--- config.mk ---
export PLATFORM = sky130hd
export DESIGN_NAME = steer_mode_sel
export DESIGN_NICKNAME = d
export VERILOG_FILES = /design/src/rtl/steer_mode_pkg.sv /design/src/rtl/sw_pos_decode.sv /design/src/rtl/direct_map.sv /design/src/rtl/gesture_fsm.sv /design/src/rtl/steer_mode_sel.sv
export SDC_FILE = /design/constraint.sdc
export NUM_CORES = 1
export LEC_CHECK = 0
export ABC_AREA = 1
export BUFFER_PORTS_ARGS = -buffer_cell sky130_fd_sc_hd__buf_2
export CORE_AREA = 2 2 40 46
export DETAILED_ROUTE_END_ITERATION = 12
export DIE_AREA = 0 0 42 48
export PLACE_DENSITY = 0.75
export SYNTH_ARGS = -nofsm -noshare
export SYNTH_HDL_FRONTEND = slang
export SYNTH_HIERARCHICAL = 1
export SYNTH_SLANG_ARGS = --single-unit
--- constraint.sdc ---
create_clock -name clk -period 1.6 [get_ports clk]
set_clock_uncertainty 0.05 [all_clocks]
set_input_delay 0.48 -clock clk [delete_from_list [all_inputs] [get_ports clk]]
set_output_delay 0.48 -clock clk [all_outputs]
set_load 0.01 [all_outputs]
--- src/rtl/steer_mode_pkg.sv ---
package steer_mode_pkg;

    typedef enum logic [2:0] {
        MODE_ALL   = 3'd1,
        MODE_FRONT = 3'd2,
        MODE_REAR  = 3'd3,
        MODE_CRAB  = 3'd4
    } steer_mode_e;

    typedef enum logic [1:0] {
        POS_NONE = 2'd0,
        POS_HIGH = 2'd1,
        POS_MID  = 2'd2,
        POS_LOW  = 2'd3
    } sw_pos_e;

    typedef enum logic {
        G_IDLE  = 1'b0,
        G_ARMED = 1'b1
    } gest_state_e;

    localparam int CFG_REV   = 0;
    localparam int CFG_CYC   = 1;
    localparam int CFG_TSEL0 = 2;
    localparam int CFG_TSEL1 = 3;
    localparam int CFG_EN_RR = 4;
    localparam int CFG_EN_CB = 5;
    localparam int CFG_DBL   = 6;

    localparam int ST_VALID = 0;
    localparam int ST_ABOVE = 1;
    localparam int ST_DEAD  = 2;

    function automatic steer_mode_e ring_next(steer_mode_e cur, logic en_rear, logic en_crab);
        steer_mode_e nxt;
        unique case (cur)
            MODE_ALL:   nxt = MODE_FRONT;
            MODE_FRONT: nxt = en_rear ? MODE_REAR : (en_crab ? MODE_CRAB : MODE_ALL);
            MODE_REAR:  nxt = en_crab ? MODE_CRAB : MODE_ALL;
            default:    nxt = MODE_ALL;
        endcase
        return nxt;
    endfunction

endpackage

--- src/rtl/sw_pos_decode.sv ---
module sw_pos_decode
    import steer_mode_pkg::*;
(
    input  logic [2:0] code_i,
    output sw_pos_e    pos_o
);
    always_comb begin
        if (!code_i[ST_VALID])
            pos_o = POS_NONE;
        else if (code_i[ST_DEAD])
            pos_o = POS_MID;
        else if (code_i[ST_ABOVE])
            pos_o = POS_HIGH;
        else
            pos_o = POS_LOW;
    end
endmodule

--- src/rtl/direct_map.sv ---
module direct_map
    import steer_mode_pkg::*;
(
    input  sw_pos_e     pos_i,
    input  logic [1:0]  tsel_i,
    output steer_mode_e mode_o
);
    steer_mode_e mid_m;
    steer_mode_e low_m;

    always_comb begin
        unique case (tsel_i)
            2'b00: begin mid_m = MODE_FRONT; low_m = MODE_REAR;  end
            2'b01: begin mid_m = MODE_REAR;  low_m = MODE_FRONT; end
            2'b10: begin mid_m = MODE_CRAB;  low_m = MODE_FRONT; end
            default: begin mid_m = MODE_FRONT; low_m = MODE_CRAB; end
        endcase
    end

    always_comb begin
        unique case (pos_i)
            POS_MID: mode_o = mid_m;
            POS_LOW: mode_o = low_m;
            default: mode_o = MODE_ALL;
        endcase
    end
endmodule

--- src/rtl/gesture_fsm.sv ---
module gesture_fsm
    import steer_mode_pkg::*;
#(
    parameter int MAX_GAP = 5
) (
    input  logic clk,
    input  logic rst_n,
    input  logic stb_i,
    input  logic valid_i,
    input  logic above_i,
    input  logic dbl_i,
    output logic advance_o
);
    localparam int GW = $clog2(MAX_GAP + 1);
    localparam logic [GW-1:0] GAP_LAST = GW'(MAX_GAP - 1);

    gest_state_e   state_q, state_d;
    logic [GW-1:0] gap_q, gap_d;
    logic          prev_valid_q, prev_above_q;
    logic          flip, fall;

    always_comb begin
        flip = stb_i && valid_i && prev_valid_q && (above_i != prev_above_q);
        fall = stb_i && valid_i && prev_valid_q && prev_above_q && !above_i;
    end

    always_comb begin
        state_d = state_q;
        gap_d   = gap_q;
        unique case (state_q)
            G_IDLE: begin
                if (dbl_i && flip) begin
                    state_d = G_ARMED;
                    gap_d   = '0;
                end
            end
            G_ARMED: begin
                if (!dbl_i) begin
                    state_d = G_IDLE;
                end else if (stb_i) begin
                    if (flip || gap_q == GAP_LAST)
                        state_d = G_IDLE;
                    else
                        gap_d = gap_q + 1'b1;
                end
            end
            default: state_d = G_IDLE;
        endcase
    end

    always_ff @(posedge clk or negedge rst_n) begin
        if (!rst_n) begin
            state_q      <= G_IDLE;
            gap_q        <= '0;
            prev_valid_q <= 1'b0;
            prev_above_q <= 1'b0;
        end else begin
            state_q <= state_d;
            gap_q   <= gap_d;
            if (stb_i) begin
                prev_valid_q <= valid_i;
                prev_above_q <= above_i;
            end
        end
    end

    always_comb begin
        if (dbl_i)
            advance_o = (state_q == G_ARMED) && flip;
        else
            advance_o = fall;
    end

    a_r8_gap_bound: assert property (@(posedge clk) disable iff (!rst_n)
        state_q == G_ARMED |-> gap_q < GW'(MAX_GAP));
    a_r7_fall_only: assert property (@(posedge clk) disable iff (!rst_n)
        (advance_o && !dbl_i) |-> (prev_above_q && !above_i && valid_i));
    a_r4_no_invalid_advance: assert property (@(posedge clk) disable iff (!rst_n)
        (stb_i && !valid_i) |-> !advance_o);
    a_r1_idle_after_reset: assert property (@(posedge clk)
        $rose(rst_n) |-> state_q == G_IDLE);
endmodule

--- src/rtl/steer_mode_sel.sv ---
module steer_mode_sel
    import steer_mode_pkg::*;
#(
    parameter int MAX_GAP = 5
) (
    input  logic       clk,
    input  logic       rst_n,
    input  logic       stat_stb_i,
    input  logic [2:0] stat_code_i,
    input  logic [7:0] cfg_i,
    input  logic       lockout_i,
    output logic [2:0] mode_o,
    output logic       rear_rev_o
);
    sw_pos_e     pos;
    steer_mode_e tab_mode;
    steer_mode_e mode_q;
    logic        advance;

    sw_pos_decode u_pos (
        .code_i (stat_code_i),
        .pos_o  (pos)
    );

    direct_map u_map (
        .pos_i  (pos),
        .tsel_i ({cfg_i[CFG_TSEL1], cfg_i[CFG_TSEL0]}),
        .mode_o (tab_mode)
    );

    gesture_fsm #(.MAX_GAP(MAX_GAP)) u_gest (
        .clk       (clk),
        .rst_n     (rst_n),
        .stb_i     (stat_stb_i),
        .valid_i   (stat_code_i[ST_VALID]),
        .above_i   (stat_code_i[ST_ABOVE]),
        .dbl_i     (cfg_i[CFG_DBL]),
        .advance_o (advance)
    );

    always_ff @(posedge clk or negedge rst_n) begin
        if (!rst_n) begin
            mode_q <= MODE_ALL;
        end else if (stat_stb_i && stat_code_i[ST_VALID]) begin
            if (!cfg_i[CFG_CYC])
                mode_q <= tab_mode;
            else if (advance)
                mode_q <= ring_next(mode_q, cfg_i[CFG_EN_RR], cfg_i[CFG_EN_CB]);
        end
    end

    always_comb begin
        mode_o     = lockout_i ? MODE_FRONT : mode_q;
        rear_rev_o = cfg_i[CFG_REV];
    end

    a_r11_legal_mode: assert property (@(posedge clk) disable iff (!rst_n)
        (mode_q >= MODE_ALL) && (mode_q <= MODE_CRAB));
    a_r5_only_on_strobe: assert property (@(posedge clk) disable iff (!rst_n)
        !stat_stb_i |=> $stable(mode_q));
    a_r4_invalid_holds: assert property (@(posedge clk) disable iff (!rst_n)
        (stat_stb_i && !stat_code_i[ST_VALID]) |=> $stable(mode_q));
    a_r2_high_is_all: assert property (@(posedge clk) disable iff (!rst_n)
        (stat_stb_i && !cfg_i[CFG_CYC] && pos == POS_HIGH) |=> mode_q == MODE_ALL);
    a_r9_lockout_front: assert property (@(posedge clk) disable iff (!rst_n)
        lockout_i |-> mode_o == 3'd2);
endmodule

# Word level (Yosys, flattened, before mapping)
# Cells that the tools add are included.
[word_totals]
n_memories = 0
word_cells = 57
mem_bits_ro = 0
latchBits = 0
ff_bits = 9
mem_bits_rw = 0
[op_classes]
multipliers = 0
n_shift = 0
eq_ne = 14
mux = 23
order_cmp = 0
addsub = 1
n_div = 0
n_bitwise = 1
n_reduce_logical = 13
[op_table]
columns = ["op", "n"]
rows = [
  ["2-to-1 mux 3 bit", 9],
  ["one-hot mux 3 bit (2 select lines)", 4],
  ["one-hot mux 3 bit (3 select lines)", 1],
  ["logical AND 1 bit", 7],
  ["equality test 2 bit (second input constant)", 3],
  ["equality test 3 x 2 -> 1 bit (second input constant)", 2],
  ["2-to-1 mux 2 bit", 3],
  ["!= test 2 bit (second input constant)", 3],
  ["2-to-1 mux 1 bit", 5],
  ["!= test 2 x 1 -> 1 bit (second input constant)", 2],
  ["AND reduction 4 bit", 1],
  ["adder 3 x 1 -> 3 bit (second input constant)", 1],
  ["equality test 3 x 1 -> 1 bit (second input constant)", 1],
  ["equality test 3 bit (second input constant)", 1],
  ["equality test 2 x 1 -> 1 bit (second input constant)", 1],
  ["logical NOT 2 bit", 1],
  ["one-hot mux 1 bit (2 select lines)", 1],
  ["AND reduction 2 bit", 1],
  ["OR reduction 2 bit", 1],
  ["logical NOT 1 bit", 1],
  ["logical OR 1 bit", 1],
  ["!= test 1 bit", 1],
  ["inverter 1 bit", 1],
]

# Longest topological paths before layout
[logic_depth]
word_depth = 8
mapped_depth = 11
mapped_depth_nobuf = 11

# Hierarchy
# The synthesis kept the hierarchy.
[modules_own_cells]
columns = ["module", "area_each_um2", "seq_area_each_um2", "cells_each", "n_inst"]
rows = [
  ["gesture_fsm", 405.4, 150.1, 50, 1],
  ["steer_mode_sel", 267.8, 76.3, 47, 1],
  ["direct_map", 72.6, 0.0, 17, 1],
  ["sw_pos_decode", 20.0, 0.0, 4, 1],
]

# Least setup slack after synthesis
# No wires, ideal clock.
[synth_timing]
path_kind = "input -> register"
from = "input port stat_code_i[1]"
to = "register mode_q[2]"
setup_time_ps = 77
arrival_ps = 1310
t_required_ps = 1473
n_path_buf = 0
slack_ps = 163
stages = 11
cell_sequence = "inv_1 nand2_1 nand2_1 nand3_4 o21ai_0 inv_1 nand2_1 nand3_2 inv_1 nor2_1 a21oi_1"
[synth_between]
elab_chain_len = 6
elab_cells_between_ends = 15
classes_between = "eq/ne: 4; mux: 6; reduce/logical: 5"
[synth_lines]
columns = ["item", "line_no", "source"]
rows = [
  ["start: declaration", "steer_mode_sel.sv:9", "input logic [2:0] stat_code_i,"],
  ["!= test 1 bit", "gesture_fsm.sv:23", "flip = stb_i && valid_i && prev_valid_q && (above_i != prev_above_q);"],
  ["logical AND 1 bit", "gesture_fsm.sv:23", ""],
  ["logical AND 1 bit", "gesture_fsm.sv:69", "advance_o = (state_q == G_ARMED) && flip;"],
  ["2-to-1 mux 1 bit *", "gesture_fsm.sv:68", "if (dbl_i)"],
  ["named net advance", "steer_mode_sel.sv:18", "logic advance;"],
  ["!= test 2 x 1 -> 1 bit (no line) *", "n/a", ""],
  ["AND reduction 2 bit (no line) *", "n/a", ""],
  ["end signal: assignment", "steer_mode_sel.sv:46", "mode_q <= tab_mode;"],
  ["end signal: assignment", "steer_mode_sel.sv:48", "mode_q <= ring_next(mode_q, cfg_i[CFG_EN_RR], cfg_i[CFG_EN_CB]);"],
  ["end: declaration", "steer_mode_sel.sv:17", "steer_mode_e mode_q;"],
]
# Mark *: on every way through the listed nets, which the timed path passes. The rest lies on a longest branch.
# A chain may end at the register's enable or synchronous reset.

# Final worst setup path
[layout_timing]
from = "register mode_q[0]"
to = "output port mode_o[0]"
[layout_between]
elab_chain_len = 1
[layout_lines]
columns = ["item", "line_no", "source"]
rows = [
  ["2-to-1 mux 3 bit", "steer_mode_sel.sv:53", "mode_o = lockout_i ? MODE_FRONT : mode_q;"],
  ["end: declaration", "steer_mode_sel.sv:12", "output logic [2:0] mode_o,"],
]
# Every way passes these cells.

==> results.cfg <==
[global_routing]
grt_pass1_wl_mm = 2.65
grtUsageTotal = 0.180
antenna_found_initial = 0
grt_pass1_vias = 696
grt_start_max_net_pins = 10
grt-ovfl-total = 0

[placement]
port_buffers = 15
place.gp.congestion = 0.814
place_area_um2 = 907
hpwlAfterDp_mm = 1.25

[drt]
drc_errors = 0
wirelength_mm = 1.64
dr.pass1.iters = 4
vias = 785
avgRoutedWirePerCell_um = 10.1
drt_iter0_markers = 14
ant_nets = 0
viasPerCell = 4.85

[sta]
hold_viol_final = 0
period_share = 0.992
slew_headroom = 0.799
setup_viol = 0
worstMarginPinSlew_ns = 0.301
slew_violations = 0
clock.fmax_ghz = 0.630
tns_ns = 0
post-route-min-period_ns = 1.59
rsz0062_at_grt = true

[worst_setup_path]
critPathCaptureType = output port
crit_path_start_kind = register
rr_worst_depth = 10
arrival_ns = 1.06
critPathMaxFanout = 4
worstPathRequired_ns = 1.07
worstSetupPathType = register to output port

[yosys]
ys_types = 23
syn_inst = 118
yosys_warnings = 6
synth_area_um2 = 766
synth-seq-cells = 9
synthesis.nets = 135
syn_area_per_cell_um2 = 6.49
yosysSeqAreaShare = 0.296

[layout]
area_growth_pct = 24.2
drive_gt1_frac = 0.317
final_common_cell = nand2_1
nets = 163
antenna-diode-count = 0
final_cell_area_um2 = 951
final_cell_mix = 32 x nand2_1, 21 x inv_1, 17 x nor2_1

[floorplan]
fp.coreArea_um2 = 1520
dieArea_um2 = 2020
ios = 19
rows = 15
die_h_um = 48
start_util = 0.504
die_w_um = 42

[clock_network]
clock_tree.root_cell = clkbuf_4
cts_buffers = 3
cts_buffer_depth = 2
clkLatencyLatePin_ns = 0.26
clock_sink_count = 9
cts_tree = done
clkTransAtPathRegs_ns = 0.06
cts_max_level = 1

[power_and_ir_drop]
total_power_uw = 689
p_per_area_nw_per_um2 = 724
ir_worst_vdd_mv = 0.401
p_leak_uw = 0.000519

[run]
maxCapViolations = 0

[worst_hold_path]
hp-class = input pin to asynchronous set/reset pin

[outcome]
status = completed
[worst max-delay path, cell delays in order (launching register included)]
cell and delay [ns]:
dfstp_2 0.54, inv_2 0.05, nor2_1 0.07, buf_2 0.13
[area by class of cell]
type                       instances  area (µm²)
multi-input combinational         84         444
timing repair buffer              24         143
fill                             148         569
inverter                          24        90.1
sequential                         9         226
tap                               17        21.3
clock buffer                       4        26.3
[flip-flops by register name (all words and copies together) (netlist names)]
register,count
u_gest/state_q,1
mode_q,3
u_gest/prev_above_q,1
u_gest/gap_q,3
u_gest/prev_valid_q,1
[through the flow]
stage               worst slack, ns  utilization  instances  hold WS, ns
floorplan                     0.163            -        118        0.134
global placement            -0.0248        0.597        156        0.294
detailed placement          -0.0589        0.597        156        0.295
CTS                         0.00301        0.624        162       0.0106
global route                -0.0520        0.626        162       0.0238
finish                       0.0125        0.626        162       0.0116
[per-layer routing]
metal  GRT usage  vias to the layer above  wire length, µm
met2       0.363                       16              844
met4      0.0968                        0               38
li1            -                      418                -
met3      0.0340                        4               63
met5           0                        -                0
met1       0.180                      347              690
[where the power goes]
part	internal (µW)	leakage [µW]	switching [µW]
combinational	95.6	0.000391	131
clock	96.3	0.0000150	83.8
sequential	258	0.000113	23.7
[kinds of logic after synthesis]
kind of cell,after synthesis,share of synthesized area
flops,9,0.296
fa+ha+maj,2,0.0327
simple gates,71,0.453
buf+inv,25,0.127
compound gates,10,0.0801
xor+xnor,1,0.0114
[synth_stat cells]
library cell	count	share of area
nor2_2	3	0.025
nor2_1	17	0.083
nand3_4	1	0.023
a21oi_1	2	0.013
inv_1	21	0.10
buf_4	1	0.0098
nand2_2	1	0.0082
nand4_1	6	0.049
xnor2_1	1	0.011
o21ai_0	4	0.026
nand3_2	3	0.039
or2_2	1	0.0082
nand3_1	4	0.026
dfstp_2	1	0.034
o21ai_2	1	0.011
dfrtp_1	8	0.26
o21ai_1	1	0.0065
a21oi_2	2	0.023
nand2_1	33	0.16
nand2_4	1	0.015
inv_2	3	0.015
nor2_4	1	0.015
ha_1	2	0.033
[repair_timing]
| action | CTS | global route |
|---|---|---|
| setup buffers | 2 | 0 |
| resized for setup | 0 | 1 |
| hold buffers | 0 | 0 |
| endpoints found under the setup margin | 2 | 3 |
[worst paths after layout]
path | startpoint | end | slack [ns]
max | mode_q[0] | mode_o[0] | 0.01
min | rst_n | u_gest/state_q | 0.01
max reg2reg | u_gest/prev_above_q | mode_q[1] | 0.15
min reg2reg | u_gest/gap_q[1] | u_gest/gap_q[1] | 0.46
max in group asynchronous | rst_n | mode_q[0] | 1.24
min in group clk | stat_code_i[1] | u_gest/prev_above_q | 0.42
(Power assumes the default switching activity.)
